`src/rtl/trx_seq_pkg.sv`:
```
package trx_seq_pkg;

  localparam int ADDR_W = 10;
  localparam int DATA_W = 8;

  // register addresses and the lock flag position in the status register
  localparam logic [ADDR_W-1:0] RA_CAL_RX = 10'h230;
  localparam logic [ADDR_W-1:0] RA_CAL_TX = 10'h270;
  localparam logic [ADDR_W-1:0] RA_MODE   = 10'h014;
  localparam logic [ADDR_W-1:0] RA_CLKS   = 10'h009;
  localparam logic [ADDR_W-1:0] RA_PLLSTS = 10'h05E;
  localparam int LOCK_BIT = 7;

  localparam int NSTEPS     = 12;
  localparam int STEP_W     = $clog2(NSTEPS);
  localparam int WAKE_FIRST = 7;

  typedef enum logic [1:0] {OP_WR = 2'd0, OP_WAIT = 2'd1, OP_POLL = 2'd2} op_e;

  typedef enum logic [1:0] {
    PS_AWAKE    = 2'b00,
    PS_ENTERING = 2'b01,
    PS_ASLEEP   = 2'b10,
    PS_WAKING   = 2'b11
  } pstate_e;

  typedef struct packed {
    op_e               op;
    logic [ADDR_W-1:0] addr;
    logic [DATA_W-1:0] data;
    logic              last;
  } step_t;

  function automatic step_t mk(op_e op, logic [ADDR_W-1:0] a, logic [DATA_W-1:0] d, logic l);
    step_t s;
    s.op = op; s.addr = a; s.data = d; s.last = l;
    return s;
  endfunction

  // recipe: steps 0..6 enter sleep, steps 7..11 leave it
  function automatic step_t seq_step(logic [STEP_W-1:0] idx);
    case (idx)
      4'd0:    return mk(OP_WR,   RA_CAL_RX, 8'h55, 1'b0);
      4'd1:    return mk(OP_WR,   RA_CAL_TX, 8'h55, 1'b0);
      4'd2:    return mk(OP_WR,   RA_MODE,   8'h00, 1'b0);
      4'd3:    return mk(OP_WR,   RA_MODE,   8'h20, 1'b0);
      4'd4:    return mk(OP_WAIT, '0,        8'h00, 1'b0);
      4'd5:    return mk(OP_WR,   RA_MODE,   8'h00, 1'b0);
      4'd6:    return mk(OP_WR,   RA_CLKS,   8'h00, 1'b1);
      4'd7:    return mk(OP_WR,   RA_CLKS,   8'h17, 1'b0);
      4'd8:    return mk(OP_POLL, RA_PLLSTS, 8'h00, 1'b0);
      4'd9:    return mk(OP_WR,   RA_MODE,   8'h05, 1'b0);
      4'd10:   return mk(OP_WR,   RA_CAL_RX, 8'h54, 1'b0);
      4'd11:   return mk(OP_WR,   RA_CAL_TX, 8'h54, 1'b1);
      default: return mk(OP_WR,   '0,        8'h00, 1'b1);
    endcase
  endfunction

  function automatic logic lock_seen(logic [DATA_W-1:0] rd);
    return rd[LOCK_BIT];
  endfunction

  function automatic int flush_len(int div, int periods);
    return div * periods;
  endfunction

endpackage

```
`src/rtl/trx_seq_flush_timer.sv`:
```
module trx_seq_flush_timer #(
  parameter int DIV     = 64,
  parameter int PERIODS = 6
) (
  input  logic clk,
  input  logic rst_n,
  input  logic start,
  input  logic ce,
  output logic expire
);
  localparam int PRE_W = (DIV > 1) ? $clog2(DIV) : 1;
  localparam int PER_W = (PERIODS > 1) ? $clog2(PERIODS) : 1;

  logic             active;
  logic [PRE_W-1:0] pre;
  logic [PER_W-1:0] per;
  logic             pre_wrap;
  logic             per_last;

  assign pre_wrap = (pre == PRE_W'(DIV - 1));
  assign per_last = (per == PER_W'(PERIODS - 1));

  always_ff @(posedge clk) begin
    if (!rst_n) begin
      active <= 1'b0;
      pre    <= '0;
      per    <= '0;
      expire <= 1'b0;
    end else begin
      expire <= 1'b0;
      if (start) begin
        active <= 1'b1;
        pre    <= '0;
        per    <= '0;
      end else if (active && ce) begin
        if (pre_wrap) begin
          pre <= '0;
          if (per_last) begin
            active <= 1'b0;
            expire <= 1'b1;
          end else begin
            per <= per + 1'b1;
          end
        end else begin
          pre <= pre + 1'b1;
        end
      end
    end
  end
endmodule

```
`src/rtl/trx_seq_reg_master.sv`:
```
module trx_seq_reg_master
  import trx_seq_pkg::*;
(
  input  logic              clk,
  input  logic              rst_n,
  input  logic              go,
  input  logic              go_we,
  input  logic [ADDR_W-1:0] go_addr,
  input  logic [DATA_W-1:0] go_wdata,
  output logic              reg_valid,
  output logic              reg_write,
  output logic [ADDR_W-1:0] reg_addr,
  output logic [DATA_W-1:0] reg_wdata,
  input  logic              reg_ready,
  output logic              ack
);
  assign ack = reg_valid & reg_ready;

  always_ff @(posedge clk) begin
    if (!rst_n) begin
      reg_valid <= 1'b0;
      reg_write <= 1'b0;
      reg_addr  <= '0;
      reg_wdata <= '0;
    end else if (go && !reg_valid) begin
      reg_valid <= 1'b1;
      reg_write <= go_we;
      reg_addr  <= go_addr;
      reg_wdata <= go_wdata;
    end else if (ack) begin
      reg_valid <= 1'b0;
    end
  end
endmodule

```
`src/rtl/trx_sleep_sequencer.sv`:
```
module trx_sleep_sequencer
  import trx_seq_pkg::*;
#(
  parameter int POLL_MAX      = 256,
  parameter int FLUSH_DIV     = 64,
  parameter int FLUSH_PERIODS = 6
) (
  input  logic              clk,
  input  logic              rst_n,
  input  logic              sleep_req,
  input  logic              wake_req,
  input  logic              smp_ce,
  output logic              reg_valid,
  output logic              reg_write,
  output logic [ADDR_W-1:0] reg_addr,
  output logic [DATA_W-1:0] reg_wdata,
  input  logic              reg_ready,
  input  logic [DATA_W-1:0] reg_rdata,
  output logic              busy,
  output logic              done,
  output logic [1:0]        pwr_state,
  output logic              wake_err
);
  localparam int PC_W = $clog2(POLL_MAX + 1);

  typedef enum logic [1:0] {F_IDLE, F_ISSUE, F_ACK, F_FLUSH} fsm_e;

  fsm_e              fsm;
  pstate_e           pstate;
  logic [STEP_W-1:0] idx;
  logic [PC_W-1:0]   poll_cnt;
  logic              done_q;
  logic              err_q;
  step_t             cur;

  // named internal events
  logic step_ack;
  logic flush_start;
  logic flush_expire;
  logic cmd_go;
  logic lock_ok;
  logic poll_fail;
  logic poll_retry;
  logic accept_sleep;
  logic accept_wake;

  assign cur          = seq_step(idx);
  assign lock_ok      = lock_seen(reg_rdata);
  assign flush_start  = (fsm == F_ISSUE) && (cur.op == OP_WAIT);
  assign cmd_go       = (fsm == F_ISSUE) && (cur.op != OP_WAIT);
  assign poll_retry   = step_ack && (cur.op == OP_POLL) && !lock_ok;
  assign poll_fail    = poll_retry && (poll_cnt == PC_W'(POLL_MAX - 1));
  assign accept_sleep = (fsm == F_IDLE) && sleep_req && (pstate == PS_AWAKE);
  assign accept_wake  = (fsm == F_IDLE) && wake_req && (pstate == PS_ASLEEP);

  trx_seq_reg_master u_master (
    .clk       (clk),
    .rst_n     (rst_n),
    .go        (cmd_go),
    .go_we     (cur.op == OP_WR),
    .go_addr   (cur.addr),
    .go_wdata  (cur.data),
    .reg_valid (reg_valid),
    .reg_write (reg_write),
    .reg_addr  (reg_addr),
    .reg_wdata (reg_wdata),
    .reg_ready (reg_ready),
    .ack       (step_ack)
  );

  trx_seq_flush_timer #(
    .DIV     (FLUSH_DIV),
    .PERIODS (FLUSH_PERIODS)
  ) u_flush (
    .clk    (clk),
    .rst_n  (rst_n),
    .start  (flush_start),
    .ce     (smp_ce),
    .expire (flush_expire)
  );

  always_ff @(posedge clk) begin
    if (!rst_n) begin
      fsm      <= F_IDLE;
      pstate   <= PS_AWAKE;
      idx      <= '0;
      poll_cnt <= '0;
      done_q   <= 1'b0;
      err_q    <= 1'b0;
    end else begin
      done_q <= 1'b0;
      case (fsm)
        F_IDLE: begin
          if (accept_sleep) begin
            idx    <= '0;
            pstate <= PS_ENTERING;
            fsm    <= F_ISSUE;
          end else if (accept_wake) begin
            idx      <= STEP_W'(WAKE_FIRST);
            pstate   <= PS_WAKING;
            err_q    <= 1'b0;
            poll_cnt <= '0;
            fsm      <= F_ISSUE;
          end
        end
        F_ISSUE: fsm <= (cur.op == OP_WAIT) ? F_FLUSH : F_ACK;
        F_ACK: begin
          if (step_ack) begin
            if (poll_fail) begin
              err_q  <= 1'b1;
              pstate <= PS_ASLEEP;
              done_q <= 1'b1;
              fsm    <= F_IDLE;
            end else if (poll_retry) begin
              poll_cnt <= poll_cnt + 1'b1;
              fsm      <= F_ISSUE;
            end else if (cur.last) begin
              pstate <= (pstate == PS_ENTERING) ? PS_ASLEEP : PS_AWAKE;
              done_q <= 1'b1;
              fsm    <= F_IDLE;
            end else begin
              idx <= idx + 1'b1;
              fsm <= F_ISSUE;
            end
          end
        end
        F_FLUSH: begin
          if (flush_expire) begin
            idx <= idx + 1'b1;
            fsm <= F_ISSUE;
          end
        end
        default: fsm <= F_IDLE;
      endcase
    end
  end

  assign busy      = (fsm != F_IDLE);
  assign done      = done_q;
  assign pwr_state = pstate;
  assign wake_err  = err_q;

endmodule

```
`config.mk`:
```
export PLATFORM = sky130hd
export DESIGN_NAME = trx_sleep_sequencer
export DESIGN_NICKNAME = d
export VERILOG_FILES = /design/src/rtl/trx_seq_pkg.sv /design/src/rtl/trx_seq_flush_timer.sv /design/src/rtl/trx_seq_reg_master.sv /design/src/rtl/trx_sleep_sequencer.sv
export SDC_FILE = /design/constraint.sdc
export NUM_CORES = 1
export LEC_CHECK = 0
export ABC_AREA = 1
export BUFFER_PORTS_ARGS = -buffer_cell sky130_fd_sc_hd__clkbuf_2
export CELL_PAD_IN_SITES_DETAIL_PLACEMENT = 1
export CELL_PAD_IN_SITES_GLOBAL_PLACEMENT = 1
export CORE_AREA = 2 2 87 89
export DETAILED_ROUTE_END_ITERATION = 10
export DIE_AREA = 0 0 89 91
export PLACE_DENSITY_LB_ADDON = 0.1
export REMOVE_ABC_BUFFERS = 1
export SLEW_MARGIN = 30
export SYNTH_ARGS = -nofsm -noshare
export SYNTH_HDL_FRONTEND = slang
export SYNTH_HIERARCHICAL = 1
export SYNTH_SLANG_ARGS = --single-unit
```
`constraint.sdc`:
```
create_clock -name clk -period 5.6 [get_ports clk]
set_clock_uncertainty 0.1 [all_clocks]
set_input_delay 0.56 -clock clk [delete_from_list [all_inputs] [get_ports clk]]
set_output_delay 0.56 -clock clk [all_outputs]
set_load 0.05 [all_outputs]
```
==> results of run 1 <==
==> synthesized netlist by cell type (all sizes together) <==
master and count:
nand2 93, nor2 81, inv 71, dfxtp 64, nand3 42, o21ai 18
a21oi 17, ha 15, buf 6, nand4 6, xor2 5, nor3 3
clkbuf 2, nor4 2, or2 2, a21boi 1, a41oi 1, conb 1
nand3b 1, nor3b 1, o211a 1
==> final cells by class <==
| cell class | instances | share of cell area [%] |
|---|---|---|
| tap | 99 | 3.442 |
| sequential | 64 | 35.61 |
| multi-input combinational | 293 | 42.63 |
| clock buffer | 10 | 3.825 |
| inverter | 71 | 7.406 |
| clock inverter | 6 | 2.573 |
| timing repair buffer | 32 | 4.520 |
==> final timing paths <==
kind | from | end | slack (ps) | cells past startpoint
max reg2reg | fsm[0] | cur[3] | 2860 | 15
min | poll_cnt[8] | poll_cnt[8] | 380 | 2
max | fsm[0] | cur[3] | 2860 | 15
min reg2reg | poll_cnt[8] | poll_cnt[8] | 380 | 2
==> state kept, by name (all words and copies together), names as in the netlist <==
register	count
u_master/reg_wdata	8
u_flush/pre	6
fsm	2
poll_cnt	9
idx	4
u_master/reg_addr	10
u_master/reg_valid	1
cur	14
pwr_state	2
done	1
u_master/reg_write	1
u_flush/per	3
u_flush/expire	1
u_flush/active	1
wake_err	1
==> where the power goes <==
group / switching (W) / internal (W) / total [W]
registers: 0.0000662 / 0.000574 / 0.000640
clock network: 0.000194 / 0.000264 / 0.000458
logic: 0.000790 / 0.000301 / 0.00109
==> per-layer routing <==
metal | vias to the layer above | track usage [%]
met2 | 25 | 31.65
met4 | 0 | 8.706
met5 | - | 0
met3 | 10 | 4.364
li1 | 1422 | -
met1 | 1301 | 24.02
==> cells by family after synthesis <==
| family | after synthesis | synth area share (%) |
|---|---|---|
| AND/OR/NAND/NOR | 231 | 34.24 |
| buffers and inverters | 79 | 10.04 |
| flip-flops | 64 | 41.11 |
| AO/OA/AOI/OAI | 38 | 7.066 |
| adder cells (fa/ha/maj) | 15 | 6.022 |
| XOR/XNOR | 5 | 1.405 |
| other | 1 | 0.1203 |
==> through the flow <==
| stage | utilization, % | hold slack (ps) |
|---|---|---|
| finish | 50.42 | 381.2 |
| global route | 50.42 | 403.7 |
| CTS | 50.42 | 386.0 |
| detailed placement | 47.20 | 374.8 |
| global placement | 47.20 | 345.9 |
| floorplan | - | 334.7 |
==> worst max-delay path: cells and delay by family (launching register included) <==
kind                       cells  cell delay (ps)
buffers and inverters          4              380
DFF                            1              380
and+or+nand+nor                9             1210
adders and majority gates      2              550
==> results by group, run 1 <==
Logic synthesis
  – Register area share after synthesis: 41.11%
  – Library cells used by synthesis: 34
  – Area share of the largest cell type after synthesis: 41.11%
  – Cells after synthesis: 433
  – Synth warn: 6
  – Synthesized flop and latch total: 64
  – Synth area leaders: dfxtp_1, nand2_1, nor2_1
  – Avg Cell Area, Syn: 7.198 sq um
  – Yosys top cell by area: dfxtp_1
  – Mapped Area: 3117 sq um

Placed design
  – DP Cell Count: 559
  – Dpl hpwl: 5.075 mm
  – Dpl cell area: 3368 sq um
  – Final RePlAce weighted congestion: 0.8234
  – # port buffers: 31
  – Dpl ws: 2875 ps

Finish
  – Leading cell types in the layout, fill and taps excluded: nand2_1, nor2_1, dfxtp_1
  – Final net count: 500
  – Layout cell share with drive strength beyond 1: 17.02%
  – Syn-to-layout area delta: 15.46%
  – Number of diodes: 0
  – Sequential cell area: 1281 sq um
  – Final instance area: 3598 sq um
  – Fillcell total: 967
  – Fin cells: 575
  – Multi-input logic area: 1534 sq um
  – Commonest non-fill, non-tap cell in the layout: nand2_1

Critical path
  – Setup crit end kind: flop
  – Data arrival, critical path: 2880 ps
  – CP max stage cell: dfxtp_1
  – WS Path Type: reg -> reg
  – CP Cell Sequence: inv_1, ha_1, nand2_1, nand2_1, nor2_8, nand2_4, inv_2, nand2_1, nand3_1, inv_1, ha_1, inv_1, nand4_1, nand3_1, nand2_1
  – Crit-path max FO: 10
  – Req. time, crit path: 5740 ps
  – Most frequent CP cell: nand2_1
  – Critical path launch point type: flop
  – Max incr delay on CP: 380 ps

Clocking
  – Clk Latency, worst-skew pair: 350 ps
  – Cts repair resizes: 0
  – # Post-CTS Setup Buffers: 0
  – CTS tree: built
  – CTS H-Tree Depth: 3
  – Hold-fix buffers, CTS: 0
  – TritonCTS Buffers: 9
  – Worst-path clk slew: 70 ps
  – Clk buf depth: 2
  – Root Buffer Master: clkbuf_8
  – Sink Count: 64

STA
  – Slew @ Worst Pin: 751.8 ps
  – Fin crit share: 48.94%
  – RSZ-0062 raised after global routing: false
  – Pins Over Slew Limit: 0
  – Endpoints failing setup: 0
  – Final Critical Period: 2741 ps
  – Fin Setup TNS: 0 ps
  – Final WS setup: 2859 ps
  – Slew margin rel.: 49.88%
  – Final Hold Vio Count: 0
  – Fmax: 0.3649 GHz

Flow run
  – MaxCap Viol Count: 0

Detailed routing
  – M1 WL: 3.269 mm
  – WL final: 6.843 mm
  – DRC Markers: 0
  – Initial drt markers: 55
  – Drt wl/cell: 11.90 microns
  – WL met3: 156 microns
  – Antenna viol nets, final: 0
  – Drt pass-1 iters: 6
  – Top Layer Used: met4
  – DR vias: 2758
  – Vias/cell: 4.797
  – DR WL met2: 3.283 mm

Floorplanning
  – DIE WIDTH: 89 microns
  – I/O pin total: 39
  – Core area: 7137 sq um
  – Die area: 8099 sq um
  – Die height: 91 microns
  – Floorplan row count: 31
  – Initial Util: 43.67%

GRT
  – Vias in the first global route: 2801
  – GRT Overall Usage: 19.39%
  – Largest net degree at the start of global routing: 35
  – Initial antenna violation count: 0
  – Grt total ovfl: 0
  – First-pass GRT wire length: 12.45 mm

Power
  – Leakage Power: 1.716 nW
  – Power Total: 0.002189 W
  – Total power per unit cell area: 608.5 nW/um^2
  – VDD IR max: 0.0002437 V

Run status
  – Status: complete, no violations

Hold path
  – Hold Path Class: reg -> reg
(Power assumes the default switching activity.)
==> inputs of run 2 (changes only) <==
- CORE_AREA: 2 2 87 89 -> 2 2 90 92
- DIE_AREA: 0 0 89 91 -> 0 0 92 94
- clock period: 5.6 -> 2.8 ns (I/O delays scaled with it)
==> results by group, run 2 (synthesis results as in run 1) <==
Clocking
  – Sink Count: 64
  – Clk buf depth: 2
  – CTS tree: built
  – Clk Latency, worst-skew pair: 350 ps
  – Root Buffer Master: clkbuf_8
  – Hold-fix buffers, CTS: 0
  – CTS H-Tree Depth: 3
  – Worst-path clk slew: 80 ps
  – # Post-CTS Setup Buffers: 0
  – TritonCTS Buffers: 9

Floorplanning
  – DIE WIDTH: 92 microns
  – Die area: 8648 sq um
  – I/O pin total: 39
  – Die height: 94 microns
  – Core area: 7607 sq um
  – Floorplan row count: 32
  – Initial Util: 40.97%

Detailed routing
  – Drt pass-1 iters: 4
  – DR vias: 2726
  – Vias/cell: 4.700
  – Drt wl/cell: 11.67 microns
  – DRC Markers: 0
  – Antenna viol nets, final: 0
  – WL final: 6.767 mm
  – Initial drt markers: 62

Finish
  – Fillcell total: 1040
  – Commonest non-fill, non-tap cell in the layout: nand2_1
  – Leading cell types in the layout, fill and taps excluded: nand2_1, nor2_1, dfxtp_1
  – Number of diodes: 0
  – Final net count: 502
  – Layout cell share with drive strength beyond 1: 17.57%
  – Fin cells: 580
  – Final instance area: 3585 sq um
  – Max reg flops: 14
  – Final Util: 47.12%
  – Syn-to-layout area delta: 15.01%

Critical path
  – Req. time, crit path: 2940 ps
  – CP Cell Sequence: inv_1, ha_1, nand2_1, nor2_4, nor2_4, nor2_8, nand2_4, nand2_1, nand2_1, nand2_2, inv_2, ha_1, inv_1, nand4_1, nand3_1, nand2_1
  – Critical path launch point type: flop
  – CP max stage cell: dfxtp_1
  – Setup crit end kind: flop
  – Crit-path max FO: 8
  – Max incr delay on CP: 350 ps
  – WP buf/inv: 3
  – WS Path Type: reg -> reg
  – Most frequent CP cell: nand2_1
  – Data arrival, critical path: 2640 ps
  – Crit path max-delay family: simple AND/OR/NAND/NOR gates

Power
  – Switch share: 48.91%
  – Psw: 0.002083 W
  – Leakage Power: 1.707 nW
  – Flop pwr share: 30.1%
  – Total power per unit cell area: 1188 nW/um^2
  – Power Total: 0.004259 W
  – VDD IR max: 0.0004287 V
  – Internal power: 0.002176 W
  – Comb pwr share: 51.3%
  – Power share of the clock group: 18.7%

Flow run
  – MaxCap Viol Count: 0

GRT
  – Largest net degree at the start of global routing: 22
  – Grt total ovfl: 0
  – Vias in the first global route: 2711
  – Initial antenna violation count: 0
  – GRT Overall Usage: 17.47%
  – First-pass GRT wire length: 12.01 mm

STA
  – Final Hold Vio Count: 0
  – Final Critical Period: 2499 ps
  – Pins Over Slew Limit: 0
  – Fmax: 0.4001 GHz
  – Fin Setup TNS: 0 ps
  – Endpoints failing setup: 0
  – Fin crit share: 89.25%
  – RSZ-0062 raised after global routing: false

Placed design
  – Final RePlAce weighted congestion: 0.8469
  – Dpl hpwl: 5.109 mm
  – DP Cell Count: 564
  – # port buffers: 31
  – Dpl cell area: 3387 sq um

Run status
  – Status: complete, no violations

Hold path
  – Hold Path Class: in -> reg
## run 2: routing by layer
layer  vias up  global-route usage [%]  part of all wire [%]
li1       1427                       -                     -
met1      1266                   22.44                    49
met2        25                   28.31                    47
met3         8                   3.612                   2.2
met4         0                   7.960                   1.5
met5         -                       0                     0
## run 2: worst reg2reg max path, delay by kind of cell (launching register included)
family        cells  cell delay [ps]
simple gates     11             1250
buf+inv           3              260
flops             1              350
fa+ha+maj         2              450
## run 2: power by group through the flow
stage | combinational, W | sequential, W | clock, W
6_report | 0.00218 | 0.00128 | 0.000796
5_1_grt | 0.00248 | 0.00131 | 0.000863
4_1_cts | 0.00222 | 0.00128 | 0.000822
3_5_place_dp | 0.00221 | 0.00130 | 0
3_3_place_gp | 0.00215 | 0.00129 | 0
2_1_floorplan | 0.00129 | 0.00172 | 0
## run 2: path summary, 6_finish.rpt
| check | startpoint | endpoint | slack (ps) | cells after the start |
|---|---|---|---|---|
| worst min-delay path | reg_ready | u_master/reg_valid | 150 | 4 |
| worst max-delay path | fsm[1] | cur[1] | 300 | 16 |
| worst max register to register | fsm[1] | cur[1] | 300 | 16 |
| worst min register to register | poll_cnt[2] | poll_cnt[2] | 380 | 2 |
## run 2: stage by stage
step                      setup WS (ps)  hold WS, ps
after floorplan                   303.6        300.7
after global placement            344.1        345.4
after detailed placement          265.2        371.6
after CTS                         245.1        138.6
after global routing              59.33        143.7
final                             300.9        145.6
## run 2: area by class of cell
| cell class | count | area [sq um] | share of cell area [%] |
|---|---|---|---|
| sequential | 64 | 1281 | 35.74 |
| inverter | 71 | 266.5 | 7.435 |
| tap | 102 | 127.6 | 3.560 |
| multi-input combinational | 293 | 1536 | 42.86 |
| clock inverter | 7 | 71.32 | 1.990 |
| timing repair buffer | 34 | 177.7 | 4.956 |
| clock buffer | 9 | 123.9 | 3.456 |
## run 2: what timing repair did
| action | in CTS | in global routing |
|---|---|---|
| resized for setup | 0 | 1 |
| endpoints found under the hold margin | 0 | 0 |
| endpoints found under the setup margin | 0 | 1 |
==> inputs of run 3 (changes only) <==
- PLACE_DENSITY: default -> 0.89
- PLACE_DENSITY_LB_ADDON: 0.1 -> default
==> results by group, run 3 (synthesis results as in run 1) <==
Floorplanning
  – Die area: 8648 sq um
  – I/O pin total: 39
  – Floorplan row count: 32
  – Initial Util: 40.97%
  – Core area: 7607 sq um
  – Die height: 94 microns
  – DIE WIDTH: 92 microns

Finish
  – Max reg flops: 14
  – Final instance area: 3610 sq um
  – Syn-to-layout area delta: 15.82%
  – Leading cell types in the layout, fill and taps excluded: nand2_1, nor2_1, dfxtp_1
  – Multi-input logic area: 1536 sq um
  – Commonest non-fill, non-tap cell in the layout: nand2_1
  – Fillcell total: 1011
  – Number of diodes: 0
  – Final net count: 502
  – Layout cell share with drive strength beyond 1: 17.57%
  – Final Util: 47.45%
  – Sequential cell area: 1281 sq um

Flow run
  – MaxCap Viol Count: 0

STA
  – Endpoints failing setup: 0
  – Final Critical Period: 2538 ps
  – Fin crit share: 90.65%
  – Fin Setup TNS: 0 ps
  – RSZ-0062 raised after global routing: false
  – Final Hold Vio Count: 0
  – Pins Over Slew Limit: 0
  – Fmax: 0.3940 GHz
  – Final WS setup: 261.8 ps

Detailed routing
  – WL met3: 158 microns
  – Drt pass-1 iters: 6
  – Vias/cell: 4.864
  – Antenna viol nets, final: 0
  – Top Layer Used: met4
  – WL final: 7.422 mm
  – DRC Markers: 0
  – DR vias: 2821
  – Drt wl/cell: 12.80 microns
  – M1 WL: 3.214 mm
  – DR WL met2: 3.803 mm
  – Initial drt markers: 76

Power
  – Leakage Power: 1.727 nW
  – Total power per unit cell area: 1222 nW/um^2
  – VDD IR max: 0.0003116 V
  – Power Total: 0.004412 W

GRT
  – Grt total ovfl: 0
  – GRT Overall Usage: 18.36%
  – Vias in the first global route: 2903
  – Largest net degree at the start of global routing: 22
  – First-pass GRT wire length: 12.50 mm
  – Initial antenna violation count: 0

Clocking
  – Clk Latency, worst-skew pair: 350 ps
  – Hold-fix buffers, CTS: 0
  – Root Buffer Master: clkbuf_8
  – CTS H-Tree Depth: 3
  – TritonCTS Buffers: 9
  – Clk buf depth: 2
  – Worst-path clk slew: 70 ps
  – Sink Count: 64
  – CTS tree: built

Critical path
  – Crit-path max FO: 8
  – RR Startpoint: fsm[0]
  – Worst Setup EP: cur[5]
  – Crit path launch: fsm[0]
  – Critical path launch point type: flop
  – Worst r2r dst: cur[5]
  – Setup crit end kind: flop
  – WS Path Type: reg -> reg
  – Req. time, crit path: 2940 ps
  – CP Cell Sequence: inv_1, ha_1, nand2_1, nor2_4, nor2_4, nor2_8, nand2_4, nand2_1, nand2_1, nand2_2, inv_2, ha_1, inv_1, nand4_1, nand3_1, nand2_1
  – Data arrival, critical path: 2680 ps
  – Most frequent CP cell: nand2_1
  – CP max stage cell: dfxtp_1
  – Worst R2R Setup Slack: 260 ps
  – Max incr delay on CP: 340 ps
  – Reg2Reg Depth: 16

Hold path
  – WHS Path Cells: 4
  – Hold Path Class: in -> reg

Placed design
  – Dpl ws: 287.4 ps
  – # port buffers: 31
  – Final RePlAce weighted congestion: 0.7943
  – Dpl hpwl: 5.375 mm
  – Dpl cell area: 3387 sq um

Run status
  – Status: complete, no violations
-- run 3: cell count changes in the layout (fill, tap and decap cells not counted) --
| cell | change |
|---|---|
| clkinvlp_4 | -2 |
| clkinv_2 | +1 |
| bufinv_16 | +1 |
| clkbuf_8 | +1 |
| inv_6 | -1 |
-- run 3: worst min path at each step --
stage / startpoint / slack (ps) / end
after floorplan: rst_n / 300 / u_master/reg_addr[6]
after global placement: poll_cnt[8] / 350 / poll_cnt[8]
after detailed placement: poll_cnt[8] / 360 / poll_cnt[8]
after CTS: reg_ready / 130 / u_master/reg_valid
after global routing: reg_ready / 180 / u_master/reg_valid
final: reg_ready / 140 / u_master/reg_valid
-- run 3: critical path: cells and delay by family (launching register included) --
| kind | cells | cell delay (ps) |
|---|---|---|
| DFF | 1 | 340 |
| buffers and inverters | 3 | 260 |
| and+or+nand+nor | 11 | 1260 |
| adders and majority gates | 2 | 440 |
-- run 3: cell type report --
class	count	share of cell area, %
multi-input cells	293	42.56
inverters	71	7.383
clock buffers	10	3.813
flip-flops and latches	64	35.49
repair buffers	34	4.922
clock inverters	6	2.288
well taps	102	3.536
-- run 3: power by group --
part	switching [W]	internal [W]
sequential	0.000138	0.00115
combinational	0.00162	0.000618
clock	0.000369	0.000520
total	0.00212	0.00229
-- run 3: repair_timing --
item	in CTS	in global routing
resized for setup	0	1
endpoints found under the setup margin	0	2
hold endpoints to repair	0	0
setup buffers	0	0
-- run 3: per-stage QoR --
step / std cells / hold WS [ps]
floorplan: 428 / 300.7
global placement: 564 / 345.4
detailed placement: 564 / 361.9
CTS: 580 / 132.8
global route: 580 / 178.8
finish: 580 / 142.7
-- run 3: layer usage --
| layer | vias to the layer above | global-route usage, % |
|---|---|---|
| met4 | 0 | 10.45 |
| li1 | 1420 | - |
| met1 | 1345 | 19.80 |
| met3 | 19 | 3.371 |
| met5 | - | 0 |
| met2 | 37 | 33.70 |
